**src/rtl/rxs_pkg.sv**
```systemverilog
package rxs_pkg;
    localparam int NSLOT     = 3;
    localparam int STAMP_W   = 2;
    localparam int MAX_BYTES = 16;
    localparam int BYTE_W    = 8;
    localparam int IDX_W     = $clog2(MAX_BYTES);
    localparam int LEN_W     = $clog2(MAX_BYTES) + 1;
    localparam int SEL_W     = $clog2(NSLOT + 1);
    localparam int CNT_W     = $clog2(NSLOT + 1);

    typedef logic [STAMP_W-1:0] stamp_t;
    typedef logic [BYTE_W-1:0]  byte_t;
    typedef logic [LEN_W-1:0]   len_t;
    typedef logic [IDX_W-1:0]   idx_t;

    typedef struct packed {
        byte_t [MAX_BYTES-1:0] bytes;
        len_t                  len;
    } msg_t;

    function automatic len_t cap_len(input len_t l);
        return (l > len_t'(MAX_BYTES)) ? len_t'(MAX_BYTES) : l;
    endfunction

    function automatic logic [CNT_W-1:0] count_held(input logic [NSLOT-1:0] v);
        logic [CNT_W-1:0] c;
        c = '0;
        for (int i = 0; i < NSLOT; i++) c = c + CNT_W'(v[i]);
        return c;
    endfunction
endpackage

```
**src/rtl/rxs_stage.sv**
```systemverilog
module rxs_stage
    import rxs_pkg::*;
(
    input  logic  clk,
    input  logic  rst,
    input  logic  we,
    input  idx_t  idx,
    input  byte_t data,
    output byte_t [MAX_BYTES-1:0] staged
);
    byte_t [MAX_BYTES-1:0] stage_q;

    always_ff @(posedge clk) begin
        if (rst) begin
            stage_q <= '0;
        end else if (we) begin
            stage_q[idx] <= data;
        end
    end

    assign staged = stage_q;

    p_stage_write_r2: assert property (@(posedge clk) disable iff (rst)
        we |=> stage_q[$past(idx)] == $past(data));
endmodule

```
**src/rtl/rxs_slot_bank.sv**
```systemverilog
module rxs_slot_bank
    import rxs_pkg::*;
(
    input  logic                  clk,
    input  logic                  rst,
    input  logic [NSLOT-1:0]      store_oh,
    input  msg_t                  new_msg,
    input  logic [SEL_W-1:0]      rd_slot,
    input  idx_t                  rd_idx,
    output byte_t                 rd_data,
    output len_t                  rd_len
);
    msg_t slot_q [NSLOT];

    for (genvar s = 0; s < NSLOT; s++) begin : g_slot
        always_ff @(posedge clk) begin
            if (rst) begin
                slot_q[s] <= '0;
            end else if (store_oh[s]) begin
                slot_q[s] <= new_msg;
            end
        end

        p_slot_hold_r8: assert property (@(posedge clk) disable iff (rst)
            !store_oh[s] |=> $stable(slot_q[s]));
    end

    always_comb begin
        rd_data = '0;
        rd_len  = '0;
        for (int s = 0; s < NSLOT; s++) begin
            if (rd_slot == SEL_W'(s)) begin
                rd_data = slot_q[s].bytes[rd_idx];
                rd_len  = slot_q[s].len;
            end
        end
    end

    p_one_store_r2: assert property (@(posedge clk) disable iff (rst)
        $onehot0(store_oh));
endmodule

```
**src/rtl/rxs_stamp_ctrl.sv**
```systemverilog
module rxs_stamp_ctrl
    import rxs_pkg::*;
(
    input  logic             clk,
    input  logic             rst,
    input  logic             eom,
    input  logic             clr_we,
    input  logic [NSLOT-1:0] clr_bits,
    input  logic             ovf_clr,
    output stamp_t [NSLOT-1:0] stamp,
    output logic [NSLOT-1:0] ready,
    output logic [NSLOT-1:0] store_oh,
    output logic             full,
    output logic             ovf
);
    stamp_t [NSLOT-1:0] stamp_q, stamp_rel, stamp_d;
    logic   [NSLOT-1:0] ready_q, ready_d;
    logic   [NSLOT-1:0] freed, held_rel, held_q;
    logic   [CNT_W-1:0] n_rel;
    logic               drop, found, ovf_q;
    stamp_t             dec, max_q;

    always_comb begin
        for (int i = 0; i < NSLOT; i++) begin
            freed[i] = clr_we && clr_bits[i] && (stamp_q[i] != '0);
        end
        // release first: close the rank gaps left by freed slots
        for (int i = 0; i < NSLOT; i++) begin
            dec = '0;
            for (int j = 0; j < NSLOT; j++) begin
                if (freed[j] && (stamp_q[j] < stamp_q[i])) dec = dec + 1'b1;
            end
            stamp_rel[i] = freed[i] ? '0 : (stamp_q[i] - dec);
            held_rel[i]  = (stamp_rel[i] != '0);
        end
        n_rel = count_held(held_rel);
        drop  = eom && (n_rel == CNT_W'(NSLOT));
        // then store into lowest free slot
        store_oh = '0;
        found    = 1'b0;
        for (int i = 0; i < NSLOT; i++) begin
            if (eom && !drop && !found && !held_rel[i]) begin
                store_oh[i] = 1'b1;
                found       = 1'b1;
            end
        end
        stamp_d = stamp_rel;
        for (int i = 0; i < NSLOT; i++) begin
            if (store_oh[i]) stamp_d[i] = stamp_t'(n_rel + 1'b1);
        end
        ready_d = (ready_q & ~(clr_we ? clr_bits : '0)) | store_oh;
    end

    always_ff @(posedge clk) begin
        if (rst) begin
            stamp_q <= '0;
            ready_q <= '0;
            ovf_q   <= 1'b0;
        end else begin
            stamp_q <= stamp_d;
            ready_q <= ready_d;
            if (drop)         ovf_q <= 1'b1;
            else if (ovf_clr) ovf_q <= 1'b0;
        end
    end

    always_comb begin
        max_q = '0;
        for (int i = 0; i < NSLOT; i++) begin
            held_q[i] = (stamp_q[i] != '0);
            if (stamp_q[i] > max_q) max_q = stamp_q[i];
        end
    end

    assign stamp = stamp_q;
    assign ready = ready_q;
    assign full  = &held_q;
    assign ovf   = ovf_q;

    p_ready_matches_stamp_r5: assert property (@(posedge clk) disable iff (rst)
        ready_q == held_q);

    p_stamps_dense_r6: assert property (@(posedge clk) disable iff (rst)
        (CNT_W'(max_q) == count_held(held_q)) &&
        ((stamp_q[0] != stamp_q[1]) || !held_q[0]) &&
        ((stamp_q[0] != stamp_q[2]) || !held_q[0]) &&
        ((stamp_q[1] != stamp_q[2]) || !held_q[1]));

    p_store_rank_r3: assert property (@(posedge clk) disable iff (rst)
        (eom && !full && !clr_we) |=>
            ($countones(held_q) == $past($countones(held_q)) + 1));

    p_drop_keeps_r8: assert property (@(posedge clk) disable iff (rst)
        (eom && full && !clr_we) |=> ($stable(stamp_q) && ovf_q));

    p_ovf_sticky_r8: assert property (@(posedge clk) disable iff (rst)
        (ovf_q && !ovf_clr) |=> ovf_q);
endmodule

```
**src/rtl/cec_rx_stamp_store.sv**
```systemverilog
module cec_rx_stamp_store
    import rxs_pkg::*;
(
    input  logic        clk,
    input  logic        rst,
    input  logic        stg_we,
    input  logic [3:0]  stg_idx,
    input  logic [7:0]  stg_data,
    input  logic        eom,
    input  logic [4:0]  eom_len,
    output logic        full,
    input  logic        clr_we,
    input  logic [2:0]  clr_bits,
    input  logic        ovf_clr,
    input  logic [2:0]  irq_mask,
    input  logic [1:0]  rd_slot,
    input  logic [3:0]  rd_idx,
    output logic [7:0]  rd_data,
    output logic [4:0]  rd_len,
    output logic [5:0]  stamps,
    output logic [2:0]  ready,
    output logic        irq,
    output logic        ovf
);
    byte_t [MAX_BYTES-1:0] staged;
    msg_t                  new_msg;
    stamp_t [NSLOT-1:0]    stamp_v;
    logic   [NSLOT-1:0]    store_oh;

    rxs_stage u_stage (
        .clk    (clk),
        .rst    (rst),
        .we     (stg_we),
        .idx    (stg_idx),
        .data   (stg_data),
        .staged (staged)
    );

    assign new_msg.bytes = staged;
    assign new_msg.len   = cap_len(eom_len);

    rxs_stamp_ctrl u_ctrl (
        .clk      (clk),
        .rst      (rst),
        .eom      (eom),
        .clr_we   (clr_we),
        .clr_bits (clr_bits),
        .ovf_clr  (ovf_clr),
        .stamp    (stamp_v),
        .ready    (ready),
        .store_oh (store_oh),
        .full     (full),
        .ovf      (ovf)
    );

    rxs_slot_bank u_bank (
        .clk      (clk),
        .rst      (rst),
        .store_oh (store_oh),
        .new_msg  (new_msg),
        .rd_slot  (rd_slot),
        .rd_idx   (rd_idx),
        .rd_data  (rd_data),
        .rd_len   (rd_len)
    );

    assign stamps = stamp_v;
    assign irq    = |(ready & irq_mask);

    p_full_needs_ready_r8: assert property (@(posedge clk) disable iff (rst)
        full |-> (ready == 3'b111));

    p_len_capped_r4: assert property (@(posedge clk) disable iff (rst)
        rd_len <= 5'd16);
endmodule

```
**config.mk**
```make
export PLATFORM = sky130hd
export DESIGN_NAME = cec_rx_stamp_store
export DESIGN_NICKNAME = d
export VERILOG_FILES = /design/src/rtl/rxs_pkg.sv /design/src/rtl/rxs_stage.sv /design/src/rtl/rxs_slot_bank.sv /design/src/rtl/rxs_stamp_ctrl.sv /design/src/rtl/cec_rx_stamp_store.sv
export SDC_FILE = /design/constraint.sdc
export NUM_CORES = 1
export LEC_CHECK = 0
export ABC_AREA = 1
export CORE_MARGIN = 2
export CORE_UTILIZATION = 33
export CTS_CLUSTER_DIAMETER = 120
export DETAILED_ROUTE_END_ITERATION = 6
export GPL_TIMING_DRIVEN = 1
export PLACE_DENSITY_LB_ADDON = 0.3
export SLEW_MARGIN = 0
export SYNTH_ARGS = -nofsm -noshare
export SYNTH_HDL_FRONTEND = slang
export SYNTH_SLANG_ARGS = --single-unit
```
**constraint.sdc**
```tcl
create_clock -name clk -period 30.1 [get_ports clk]
set_input_delay 3.01 -clock clk [delete_from_list [all_inputs] [get_ports clk]]
set_output_delay 3.01 -clock clk [all_outputs]
set_load 0.02 [all_outputs]
```
==> results.sh <==
export IMPL_relSlewSlack_pct=15.05
export IMPL_nFillCells=7135
export IMPL_ant_nets=0
export IMPL_crit_fanout=112
export IMPL_hold_viol=0
export IMPL_floorplan_die_area_um2=74550
export IMPL_post_route_period_util_pct=31.97
export IMPL_core_area_um2=71610
export IMPL_grt_overflow=0
export IMPL_portBuffers=59
export IMPL_pin_count=60
export IMPL_r2r_start="u_ctrl.stamp[3]"
export IMPL_layout_commonest_cell="nand2_1"
export IMPL_die_y_um=273.0
export IMPL_cp_num_buf_inv=4
export IMPL_clock_path_buffers=3
export IMPL_synth_seq_cells=537
export IMPL_cp_data_arrival_time_ns=6.61
export IMPL_reg2reg_slack_ns=23.98
export IMPL_ys_warnings_count=0
export IMPL_cts_hold_fix_buffers=0
export IMPL_slowest_stage="buf_4"
export IMPL_crit_family="buffers and inverters"
export IMPL_grt_max_degree=134
export IMPL_syn_area_um2=23880
export IMPL_critical_path_class="in2out"
export IMPL_seq_area_frac_synth_pct=61.73
export IMPL_vias_per_cell=4.869
export IMPL_powerDensity_nw_per_um2=74.54
export IMPL_worstHoldStart="u_ctrl.ovf"
export IMPL_drv_slew=0
export IMPL_ctsResizeCount=0
export IMPL_dp_cells=3525
export IMPL_fmax_ghz=0.1039
export IMPL_end_kind="output port"
export IMPL_max_cap_viol_count=0
export IMPL_rr_worst_depth=17
export IMPL_h_tree_depth=2
export IMPL_totalWireLength_um=65830
export IMPL_fin_crit_ns=9.624
export IMPL_area_growth_pct=13.24
export IMPL_drive_above_1_share_pct=7.540
export IMPL_crit_path_frequent_cell="nand2_1"
export IMPL_num_vias=17680
export IMPL_rows=98
export IMPL_path_cells="buf_6, inv_6, buf_4, nand2_1, nand2_1, nand2_1, nand3_1, nand3_1, nand2_1, nand2_1, nand3_1, clkdlybuf4s50_1"
export IMPL_p_leak_nw=10.16
export IMPL_layout_common_cells="592 x nand2_1, 452 x nor2_1, 399 x edfxtp_1, 264 x inv_1, 221 x nand3_1"
export IMPL_syn_avg_cell_area_um2=9.009
export IMPL_worstMarginPinSlew_ns=1.273
export IMPL_post_cts_setup_buffers=0
export IMPL_final_cells=3631
export IMPL_holdPathEnd="u_ctrl.ovf"
export IMPL_final_area_um2=27050
export IMPL_wl_per_cell_um=18.13
export IMPL_vdd_drop_max_mv=0.05576
export IMPL_initial_core_util_pct=33.35
export IMPL_skew_ns=0.02401
export IMPL_synthCells=2651
export IMPL_cts_tree="built"
export IMPL_setup_tns_ns=0
export IMPL_root_buffer="clkbuf_16"
export IMPL_status="completed"
export IMPL_first_pass_iters=5
export IMPL_setup_viol=0
export IMPL_cts_buffers=55
export IMPL_grt_pass1_wl_um=101400
export IMPL_die_w_um=273.0
export IMPL_whs_ns=0.4626
export IMPL_synth_nets=2700
export IMPL_insertion_delay_ns=0.63
export IMPL_place_gp_congestion=0.7932
export IMPL_r2r_end="u_bank.slot_q[1][34]"
export IMPL_final_util_pct=37.77
export IMPL_max_stage_delay_ns=0.89
export IMPL_nNetsFinal=2681
export IMPL_drc=0
export IMPL_drtIter0Drc=1594
export IMPL_holdCritPathClass="reg2reg"
export IMPL_crit_required_ns=27.09
export IMPL_grt_pass1_vias=17600
export IMPL_clk_transition_reported_paths_ns=0.06
export IMPL_crit_path_start_kind="input pin"
export IMPL_antenna_found_initial=5
export IMPL_hpwl_um=35210
export IMPL_place_area_um2=25160
export IMPL_hold_path_depth=2
export IMPL_clkSinkCount=537
export IMPL_synthDistinctLibCells=27
export IMPL_rsz0062_at_grt="no"
export IMPL_gr_usage_all_layers_pct=17.71
==> state kept, by name, summed over array words and instances (netlist names) <==
signal and count:
u_bank.slot_q 399, u_stage.staged 128, u_ctrl.stamp 6, u_ctrl.ready 3, u_ctrl.ovf 1
==> cell usage after synthesis <==
library cell | number | area (um2)
nor2_2 | 59 | 369.1
ha_1 | 13 | 162.7
dfxtp_1 | 138 | 2763
nand3_1 | 221 | 1106
nor3_1 | 3 | 15.01
o22ai_1 | 2 | 12.51
nor2_1 | 452 | 1697
a211oi_1 | 3 | 22.52
nor2_4 | 2 | 22.52
fa_1 | 1 | 20.02
inv_1 | 266 | 998.5
nand2_1 | 593 | 2226
nand3_2 | 4 | 40.04
a21oi_1 | 132 | 660.6
nand3b_1 | 2 | 15.01
nand4_1 | 5 | 31.28
nand2_2 | 5 | 31.28
a21oi_2 | 1 | 8.760
edfxtp_1 | 399 | 11980
clkbuf_1 | 87 | 326.6
and3_1 | 1 | 6.260
buf_6 | 14 | 157.7
o21ai_0 | 178 | 890.9
o41ai_1 | 1 | 8.760
buf_2 | 42 | 210.2
inv_2 | 7 | 26.28
buf_1 | 20 | 75.07
==> kinds of logic (layout without fill, tap and decap cells) <==
group | after synthesis | count (layout) | share of synthesized area (%)
buffers and inverters | 436 | 464 | 7.512
and+or+nand+nor | 1347 | 1347 | 23.28
AOI/OAI and AO/OA | 317 | 317 | 6.716
DFF | 537 | 537 | 61.73
adders and majority gates | 14 | 14 | 0.7649
other | 0 | 2 | 0
==> where the power goes <==
group	switching, W	internal, W	total (W)
sequential	0.0000307	0.000929	0.000960
combinational	0.000268	0.0000904	0.000359
clock	0.000292	0.000405	0.000698
==> per-stage QoR <==
stage	setup WS [ns]	power [W]
after CTS	20.50	0.002030
after floorplan	14.77	0.001246
after global routing	20.17	0.002105
after global placement	20.49	0.001331
final	20.48	0.002016
after detailed placement	20.52	0.001336
==> worst register-to-register path, cell delays in order (launching register included) <==
cell and delay, ns:
dfxtp_1 0.44, inv_2 0.09, ha_1 0.32, a21oi_1 0.20, inv_1 0.06, nor2_1 0.10
ha_1 0.24, ha_1 0.19, nand3b_1 0.19, nand3_2 0.09, nand2_2 0.12, fa_1 0.55
ha_1 0.25, nor2_1 0.18, nand2_1 0.16, o21ai_4 0.81, buf_4 0.97, buf_4 0.74
==> final cells by class <==
type,count,area [um2],share of cell area (%)
Sequential cell,537,14740,54.52
Multi-Input combinational cell,1678,7388,27.32
Clock buffer,85,1692,6.255
Tap cell,950,1189,4.395
Inverter,273,1031,3.812
Timing Repair Buffer,87,807.0,2.984
Clock inverter,19,190.2,0.7032
Antenna cell,2,5.005,0.01850
==> routing by layer <==
metal  track usage, %  vias up  wire [um]
met5                0        -         12
li1                 -     8542          -
met4            6.155        2       2029
met1            23.54     8504      28850
met2            29.66      520      31050
met3            2.416      110       3886
==> worst max path at each step <==
stage / depth (start not counted) / end / start
finish: 12 / rd_data[5] / rd_idx[0]
detailed placement: 10 / rd_data[5] / rd_idx[0]
global placement: 12 / rd_data[5] / rd_idx[0]
global route: 12 / rd_data[6] / rd_idx[0]
floorplan: 14 / u_bank.slot_q[1][0] / clr_bits[0]
CTS: 10 / rd_data[5] / rd_idx[0]
Power figures use the tool's default switching activity.
